File: config.mk
export PLATFORM = sky130hd
export DESIGN_NAME = ctp_timer_pair
export DESIGN_NICKNAME = d
export VERILOG_FILES = /design/src/rtl/ctp_pkg.sv /design/src/rtl/ctp_sync_edge.sv /design/src/rtl/ctp_half_counter.sv /design/src/rtl/ctp_timer_pair.sv
export SDC_FILE = /design/constraint.sdc
export NUM_CORES = 1
export LEC_CHECK = 0
export BUFFER_PORTS_ARGS = -buffer_cell sky130_fd_sc_hd__buf_4
export CELL_PAD_IN_SITES_DETAIL_PLACEMENT = 1
export CELL_PAD_IN_SITES_GLOBAL_PLACEMENT = 2
export CORE_AREA = 3 3 137 139
export DETAILED_ROUTE_END_ITERATION = 10
export DIE_AREA = 0 0 140 142
export PLACE_DENSITY_LB_ADDON = 0.1
export SLEW_MARGIN = 20
export SYNTH_ARGS = -nofsm -noshare
export SYNTH_HDL_FRONTEND = slang
export SYNTH_SLANG_ARGS = --single-unit
File: constraint.sdc
create_clock -name clk -period 6.3 [get_ports clk]
set_input_delay 0.315 -clock clk [delete_from_list [all_inputs] [get_ports clk]]
set_output_delay 0.315 -clock clk [all_outputs]
set_load 0.1 [all_outputs]
File: src/rtl/ctp_pkg.sv
package ctp_pkg;
  localparam int ADDR_W = 3;
  localparam int MODE_W = 5;

  localparam logic [ADDR_W-1:0] A_GLB = 3'd0;
  localparam logic [ADDR_W-1:0] A_MODE = 3'd1;
  localparam logic [ADDR_W-1:0] A_REF = 3'd2;
  localparam logic [ADDR_W-1:0] A_CNT = 3'd3;
  localparam logic [ADDR_W-1:0] A_CAP = 3'd4;
  localparam logic [ADDR_W-1:0] A_EVT = 3'd5;

  // packed: last field is bit 0
  typedef struct packed {
    logic cap_ie;
    logic ref_ie;
    logic cap_fall;
    logic cap_en;
    logic restart;
  } mode_t;
endpackage

File: src/rtl/ctp_sync_edge.sv
module ctp_sync_edge #(
  parameter int STAGES = 2
) (
  input  logic clk,
  input  logic rst_n,
  input  logic pin,
  input  logic fall_sel,
  output logic hit
);
  logic [STAGES-1:0] sync_q;
  logic              prev_q;
  logic              level;

  assign level = sync_q[STAGES-1];

  always_ff @(posedge clk) begin
    if (!rst_n) begin
      sync_q <= '0;
      prev_q <= 1'b0;
    end else begin
      sync_q <= {sync_q[STAGES-2:0], pin};
      prev_q <= level;
    end
  end

  assign hit = fall_sel ? (prev_q & ~level) : (~prev_q & level);
endmodule

File: src/rtl/ctp_half_counter.sv
module ctp_half_counter #(
  parameter int W = 16
) (
  input  logic         clk,
  input  logic         rst_n,
  input  logic         load,
  input  logic [W-1:0] load_val,
  input  logic         clear,
  input  logic         tick,
  output logic [W-1:0] value,
  output logic         all_ones
);
  logic [W-1:0] val_q;

  always_ff @(posedge clk) begin
    if (!rst_n) val_q <= '0;
    else if (load) val_q <= load_val;
    else if (clear) val_q <= '0;
    else if (tick) val_q <= val_q + 1'b1;
  end

  assign value    = val_q;
  assign all_ones = &val_q;
endmodule

File: src/rtl/ctp_timer_pair.sv
module ctp_timer_pair
  import ctp_pkg::*;
#(
  parameter int HALF_W      = 16,
  parameter int SYNC_STAGES = 2
) (
  input  logic                  clk,
  input  logic                  rst_n,
  input  logic                  bus_wr,
  input  logic [1:0]            bus_lane,
  input  logic [ADDR_W-1:0]     bus_addr,
  input  logic [2*HALF_W-1:0]   bus_wdata,
  output logic [2*HALF_W-1:0]   bus_rdata,
  input  logic                  tick_en,
  input  logic [1:0]            cap_pin,
  output logic                  irq
);
  localparam int FULL_W = 2 * HALF_W;

  logic              casc_q;
  logic [1:0]        run_q;
  logic [HALF_W-1:0] mode_q [2];
  logic [HALF_W-1:0] ref_q  [2];
  logic [HALF_W-1:0] cap_q  [2];
  logic [HALF_W-1:0] cnt    [2];
  logic [HALF_W-1:0] wlane  [2];
  logic [HALF_W-1:0] ev_lane [2];
  logic [1:0]        ev_ref_q, ev_cap_q;
  logic [1:0]        ones, tick, clr, ref_hit, cap_hit, edge_hit, lane_irq;
  logic [1:0]        wr_mode, wr_ref, wr_cnt, wr_ev, match;
  mode_t             md [2];
  logic              lane_ok, wr_glb, tick_lo, match_full;
  logic [HALF_W-1:0] cnt_lo, cnt_hi;
  logic              clr_hi;

  assign wlane[0] = bus_wdata[HALF_W-1:0];
  assign wlane[1] = bus_wdata[FULL_W-1:HALF_W];
  assign lane_ok  = !casc_q || (bus_lane == 2'b11);
  assign wr_glb   = bus_wr && (bus_addr == A_GLB);

  // global register
  always_ff @(posedge clk) begin
    if (!rst_n) begin
      run_q  <= '0;
      casc_q <= 1'b0;
    end else if (wr_glb) begin
      run_q  <= bus_wdata[1:0];
      casc_q <= bus_wdata[2];
    end
  end

  assign tick_lo    = tick_en && run_q[1];
  assign match_full = ({cnt[1], cnt[0]} == {ref_q[1], ref_q[0]});

  for (genvar g = 0; g < 2; g++) begin : g_lane
    assign md[g]      = mode_t'(mode_q[g][MODE_W-1:0]);
    assign wr_mode[g] = bus_wr && (bus_addr == A_MODE) && bus_lane[g];
    assign wr_ref[g]  = bus_wr && (bus_addr == A_REF) && bus_lane[g] && lane_ok;
    assign wr_cnt[g]  = bus_wr && (bus_addr == A_CNT) && bus_lane[g] && lane_ok;
    assign wr_ev[g]   = bus_wr && (bus_addr == A_EVT) && bus_lane[g];
    assign match[g]   = (cnt[g] == ref_q[g]);
    assign ev_lane[g] = {{(HALF_W-2){1'b0}}, ev_cap_q[g], ev_ref_q[g]};
    assign lane_irq[g] = (ev_ref_q[g] & md[g].ref_ie) | (ev_cap_q[g] & md[g].cap_ie);

    ctp_half_counter #(.W(HALF_W)) u_cnt (
      .clk      (clk),
      .rst_n    (rst_n),
      .load     (wr_cnt[g]),
      .load_val (wlane[g]),
      .clear    (clr[g]),
      .tick     (tick[g]),
      .value    (cnt[g]),
      .all_ones (ones[g])
    );

    ctp_sync_edge #(.STAGES(SYNC_STAGES)) u_edge (
      .clk      (clk),
      .rst_n    (rst_n),
      .pin      (cap_pin[g]),
      .fall_sel (md[g].cap_fall),
      .hit      (edge_hit[g])
    );

    always_ff @(posedge clk) begin
      if (!rst_n) begin
        mode_q[g]   <= '0;
        ref_q[g]    <= '0;
        ev_ref_q[g] <= 1'b0;
        ev_cap_q[g] <= 1'b0;
      end else begin
        if (wr_mode[g]) mode_q[g] <= wlane[g];
        if (wr_ref[g])  ref_q[g]  <= wlane[g];
        ev_ref_q[g] <= ref_hit[g] | (ev_ref_q[g] & ~(wr_ev[g] & wlane[g][0]));
        ev_cap_q[g] <= cap_hit[g] | (ev_cap_q[g] & ~(wr_ev[g] & wlane[g][1]));
      end
    end
  end

  // tick, compare and restart steering
  always_comb begin
    if (casc_q) begin
      tick[0]    = tick_lo;
      tick[1]    = tick_lo && ones[0];
      ref_hit[0] = 1'b0;
      ref_hit[1] = tick_lo && match_full;
      clr[0]     = ref_hit[1] && md[1].restart;
      clr[1]     = ref_hit[1] && md[1].restart;
      cap_hit[0] = 1'b0;
    end else begin
      tick[0]    = tick_en && run_q[0];
      tick[1]    = tick_en && run_q[1];
      ref_hit[0] = tick[0] && match[0];
      ref_hit[1] = tick[1] && match[1];
      clr[0]     = ref_hit[0] && md[0].restart;
      clr[1]     = ref_hit[1] && md[1].restart;
      cap_hit[0] = edge_hit[0] && md[0].cap_en;
    end
    cap_hit[1] = edge_hit[1] && md[1].cap_en;
  end

  // capture latch: both halves on the same edge when cascaded
  always_ff @(posedge clk) begin
    if (!rst_n) begin
      cap_q[0] <= '0;
      cap_q[1] <= '0;
    end else begin
      if (cap_hit[0] || (casc_q && cap_hit[1])) cap_q[0] <= cnt[0];
      if (cap_hit[1]) cap_q[1] <= cnt[1];
    end
  end

  always_comb begin
    case (bus_addr)
      A_GLB:   bus_rdata = {{(FULL_W-3){1'b0}}, casc_q, run_q};
      A_MODE:  bus_rdata = {mode_q[1], mode_q[0]};
      A_REF:   bus_rdata = {ref_q[1], ref_q[0]};
      A_CNT:   bus_rdata = {cnt[1], cnt[0]};
      A_CAP:   bus_rdata = {cap_q[1], cap_q[0]};
      A_EVT:   bus_rdata = {ev_lane[1], ev_lane[0]};
      default: bus_rdata = '0;
    endcase
  end

  assign irq = lane_irq[1] | (lane_irq[0] & ~casc_q);

  assign cnt_lo = cnt[0];
  assign cnt_hi = cnt[1];
  assign clr_hi = clr[1];
endmodule

**Word-level counts from Yosys, hierarchy flattened**

Memory sizes are Yosys's and may differ from the RTL's.
Cells that the tools add are included.
W data, S select, Z words.

- Memories kept: 3
- Memory bits (writable): 96
- Input bits: 43
- Word-level logic and storage cells: 139
- Output and inout bits: 33
- Bits in registers: 45

Memories:

| memory | depth | width | read ports | clocked after memory_dff | wr ports | line | RTL |
|---|---|---|---|---|---|---|---|
| cap_q | 2 | 16 | 2 | 0 | 2 | ctp_timer_pair.sv:24 | `logic [HALF_W-1:0] cap_q [2];` |
| mode_q | 2 | 16 | 2 | 0 | 2 | ctp_timer_pair.sv:22 | `logic [HALF_W-1:0] mode_q [2];` |
| ref_q | 2 | 16 | 2 | 0 | 2 | ctp_timer_pair.sv:23 | `logic [HALF_W-1:0] ref_q [2];` |

- Add/sub/neg operators: 2
- Reduce and logical (&&, ||, !) cells: 36
- Mux-type cells: 38
- Bitwise operators: 39
- Eq/ne operators: 9

Operator list:

| cell | number |
|---|---|
| $mux W16 | 12 |
| $pmux W32 S6 | 1 |
| $add A16 B1 Y16 const B | 2 |
| $eq A16 B16 Y1 | 2 |
| $eq A32 B32 Y1 | 1 |
| $logic_and A1 B1 Y1 | 29 |
| $mux W1 | 22 |
| $and A1 B1 Y1 | 17 |
| $reduce_and A16 Y1 | 1 |
| $or A1 B1 Y1 | 13 |
| $not A1 Y1 | 9 |
| $eq A3 B2 Y1 const B | 2 |
| $eq A3 B3 Y1 const B | 2 |
| $mux W2 | 3 |
| $reduce_bool A3 Y1 | 2 |
| $eq A3 B1 Y1 const B | 1 |
| $logic_not A3 Y1 | 1 |
| $eq A2 B2 Y1 const B | 1 |
| $logic_or A1 B1 Y1 | 2 |
| $logic_not A1 Y1 | 1 |

**Longest topological paths before layout**

- Word-level depth: 10
- Mapped depth: 8
- Mapped depth without buffers: 7

**Hierarchy**

A second synthesis with hierarchy kept.

- Cells, all modules: 728
- Area, all modules: 7365.8 sq um

Modules (own cells, without submodules):

| module | instances | sequential area each (sq um) | cells an instance | area an instance (sq um) |
|---|---|---|---|---|
| ctp_timer_pair | 1 | 3022.9 | 444 | 5187.5 |
| ctp_half_counter (g_lane[1].u_cnt) | 1 | 320.3 | 132 | 997.2 |
| ctp_half_counter (g_lane[0].u_cnt) | 1 | 320.3 | 134 | 978.4 |
| ctp_sync_edge | 2 | 60.1 | 9 | 101.3 |

**Least setup slack after synthesis**

Ideal clock, no wire load.

- Path kind: input to output
- Start: in bus_addr[0]
- End: out bus_rdata[2]
- Slack: 2.729 ns
- Data required time: 5.985 ns
- Stages on the path: 5
- Arrival time: 3.256 ns
- Cells stage by stage: clkbuf_1 clkbuf_1 mux4_2 inv_1 o21ai_0

- Word-level cells in the longest chain between the ends: 2

RTL lines:

| item | line | RTL |
|---|---|---|
| from (decl) | ctp_timer_pair.sv:11 | `input logic [ADDR_W-1:0] bus_addr,` |
| $eq A3 B3 Y1 (tied with other cells) | ctp_timer_pair.sv:133 | `case (bus_addr)` |
| $pmux W32 S6 * | ctp_timer_pair.sv:133 |  |
| to (decl) | ctp_timer_pair.sv:13 | `output logic [2*HALF_W-1:0] bus_rdata,` |

Mark *: on every way between the ends. The rest lies on a longest branch, timed or not.

**Final worst setup path**

- Start: reg g_lane[0].u_cnt.val_q[1]
- End: reg g_lane[1].u_cnt.val_q[11]

- Word-level cells in the longest chain between the ends: 6

RTL lines:

| item | line | RTL |
|---|---|---|
| from (decl) | ctp_half_counter.sv:13 | `logic [W-1:0] val_q;` |
| from (signal assigned) | ctp_half_counter.sv:17 | `else if (load) val_q <= load_val;` |
| from (signal assigned) | ctp_half_counter.sv:19 | `else if (tick) val_q <= val_q + 1'b1;` |
| $eq A32 B32 Y1 | ctp_timer_pair.sv:53 | `assign match_full = ({cnt[1], cnt[0]} == {ref_q[1], ref_q[0]});` |
| $logic_and A1 B1 Y1 | ctp_timer_pair.sv:105 | `ref_hit[1] = tick_lo && match_full;` |
| $logic_and A1 B1 Y1 | ctp_timer_pair.sv:107 | `clr[1] = ref_hit[1] && md[1].restart;` |
| $mux W2 | ctp_timer_pair.sv:101 | `if (casc_q) begin` |
| $mux W16 | ctp_half_counter.sv:18 | `else if (clear) val_q <= '0;` |
| $mux W16 | ctp_half_counter.sv:17 |  |
| to (signal assigned) | ctp_half_counter.sv:17 |  |
| to (signal assigned) | ctp_half_counter.sv:19 |  |
| to (decl) | ctp_half_counter.sv:13 |  |

Several ways; a longest one is shown, not always the timed one.
A chain may end at the register's enable or synchronous reset.

==> flow_metrics.py <==
metrics = {
    "clock_network": {
        "clockBufferDepth": 2,
        "clkTransAtPathRegs_ns": 0.06,
        "cts_setup_buffers": 0,
        "ctsRootBufferMaster": "clkbuf_16",
        "cts_tree": "yes",
        "cts_sinks": 141,
        "ctsResizeCount": 0,
        "clock_latency_ns": 0.44,
        "cts-buffers-inserted": 17,
        "postCtsHoldBufs": 0,
        "htreeDepth": 4,
    },
    "final_layout": {
        "seq_area_um2": 3780,
        "num_antenna_cells": 0,
        "nets": 805,
        "multi_input_comb_area_um2": 3420,
        "final_common_cell": "and2_1",
        "syn_to_final_growth_pct": 18.4,
        "layout-drive-gt1-share_pct": 16.8,
        "fill_cells": 1944,
        "layout_common_cells": "107 x and2_1, 96 x edfxtp_1, 85 x buf_4",
    },
    "setup_path": {
        "rr_worst_depth": 7,
        "worstSetupEndpointType": "flip-flop",
        "crit_start": "g_lane[0].u_cnt.value[1]",
        "crit_chain": "ha_1 > nand3_1 > nor3_1 > a31o_2 > and2_1 > nor3_1 > a221oi_1",
        "cp-endpoint": "g_lane[1].u_cnt.value[11]",
        "cp_common_cell": "nor3_1",
        "cp.arrival_ns": 3.18,
        "worst-path-max-fanout": 12,
        "slowest_delay_ns": 0.50,
        "cp_top_family": "simple AND/OR/NAND/NOR gates",
        "critPathBufInv": 0,
        "r2r_end": "g_lane[1].u_cnt.value[11]",
        "cp.depth": 7,
        "crit_required_ns": 6.64,
        "rrSetupSlack_ns": 3.46,
        "critPathLaunchType": "flip-flop",
        "r2r_start": "g_lane[0].u_cnt.value[1]",
        "crit_type": "reg -> reg",
        "cpMaxStageDelayCell": "dfxtp_1",
    },
    "sta": {
        "setup_viol": 0,
        "setup_tns_ns": 0,
        "final.period_utilization_pct": 45.2,
        "maxSlewHeadroom_pct": 36.3,
        "rsz0062_at_grt": "false",
        "hold_viol_final": 0,
        "fin_hold_ws_ns": 0.0873,
        "worstMarginPinSlew_ns": 0.953,
        "fin_ws_ns": 3.46,
        "slew_violations": 0,
        "max_freq_ghz": 0.351,
        "period_needed_ns": 2.84,
        "fin_skew_ns": 0.00491,
    },
    "routing": {
        "post_drt_wl_per_cell_um": 24.2,
        "drt_iter0_drc": 416,
        "drt_wl_total_um": 24300,
        "dr.pass1.iters": 5,
        "drc_errors": 0,
        "ant_nets": 0,
        "vias": 5879,
        "vias_per_cell": 5.87,
    },
    "global_route": {
        "grt_pass1_vias": 6272,
        "antenna_found_initial": 0,
        "grt_max_degree": 32,
        "grt.overflow.total": 0,
        "grt_use_total_pct": 24.8,
        "grt_pass1_wl_um": 37600,
    },
    "logic_synthesis": {
        "yosys_warnings": 0,
        "synth_cell_types": 58,
        "synth_seq_area_share_pct": 51.2,
        "async_flop_share_pct": 0,
        "ys.flop_type": "edfxtp_1",
        "syn-cell-area_um2": 7390,
        "syn_inst": 703,
        "synth_fp_nets": 748,
        "synth_edf_count": 96,
        "avgSynthCellArea_um2": 10.5,
        "yosys_register_bits": 141,
    },
    "floorplanning": {
        "core_area_um2": 17800,
        "die_w_um": 140,
        "fp.dieH_um": 142,
        "die-area_um2": 19900,
        "pin_count": 76,
        "start_util_pct": 41.6,
        "placementRows": 49,
    },
    "worst_hold_path": {
        "hold_path.class": "in -> reg",
    },
    "place": {
        "place_ws_ns": 3.51,
        "hpwlAfterDp_um": 16200,
        "io_buffers": 75,
        "gp_congestion": 0.907,
    },
    "outcome": {
        "status": "completed",
    },
    "run": {
        "maxCapViolCount": 0,
    },
    "power_and_ir_drop": {
        "ir_drop_uv": 194,
        "power_density_nw_per_um2": 269,
        "power_leakage_uw": 0.00320,
    },
}
==> cells by family after synthesis <==
logic type,after synthesis,share of synthesized area [%]
buf+inv,56,3.17
xor+xnor,48,5.69
compound gates,157,16.8
fa+ha+maj,2,0.339
mux,10,1.54
simple gates,289,21.2
flops,141,51.2
==> sequential cells by signal, indices dropped and copies added (netlist names) <==
signal	cells
mode_q	32
g_lane.u_edge.prev_q	2
g_lane.u_cnt.value	32
ev_lane	2
run_q	2
ref_q	32
g_lane.u_edge.sync_q	4
ev_cap_q	2
casc_q	1
cap_q	32
==> cell usage after synthesis (7+ instances only) <==
library cell    n  share of area [%]
a31oi_1         7               0.59
clkbuf_1       40                2.0
a211oi_1       15                1.5
nor2_1         44                2.2
mux2i_1         8                1.1
xor2_1         13                1.5
and2_1        107                9.1
edfxtp_1       96                 39
nand3_1        19                1.3
a21oi_1         8               0.54
a22o_1         26                3.1
o21ai_0        28                1.9
nand4_1        16                1.4
dfxtp_1        45                 12
nand2_1        58                2.9
a221o_1        29                3.9
o211ai_1       10                1.0
xnor2_1        35                4.1
and3_1          8               0.68
nor3_1         11               0.74
==> layer usage <==
layer	share of wire (%)	global-route usage [%]
met5	0	0
met4	2.7	9.74
met3	3.2	3.86
met2	51	43.6
met1	43	30.9
==> worst min path at each step <==
stage	startpoint	to	slack [ns]	cells after the start
final	cap_pin[1]	g_lane[1].u_edge.sync_q[0]	0.09	2
after global routing	cap_pin[1]	g_lane[1].u_edge.sync_q[0]	0.09	2
after CTS	cap_pin[1]	g_lane[1].u_edge.sync_q[0]	0.08	2
after detailed placement	g_lane[0].u_edge.sync_q[0]	g_lane[0].u_edge.sync_q[1]	0.43	1
after global placement	g_lane[1].u_edge.sync_q[0]	g_lane[1].u_edge.sync_q[1]	0.42	1
after floorplan	g_lane[0].u_edge.sync_q[0]	g_lane[0].u_edge.sync_q[1]	0.41	1
==> stage by stage <==
stage | std cells | area (um^2) | power, uW | util (%)
floorplan | 703 | 7390 | 1240 | -
global placement | 970 | 8150 | 1340 | 45.8
detailed placement | 970 | 8160 | 1340 | 45.9
CTS | 1002 | 8750 | 2370 | 49.2
global route | 1002 | 8750 | 2430 | 49.2
finish | 1002 | 8750 | 2350 | 49.2
==> layout make-up <==
class                   count  share of cell area, %
inverters                   9                  0.386
well taps                 229                   3.27
clock buffers              19                   5.06
clock inverters            13                   1.67
flip-flops and latches    141                   43.2
repair buffers             85                   7.29
multi-input cells         506                   39.1
==> report_power, final <==
part | leakage (uW) | switching [uW] | total [uW] | internal [uW]
Sequential | 0.00134 | 28.1 | 1050 | 1020
Clock | 0.000279 | 403 | 1030 | 626
Combinational | 0.00159 | 195 | 270 | 75.3
No activity file was read; power rests on OpenSTA's default activity.
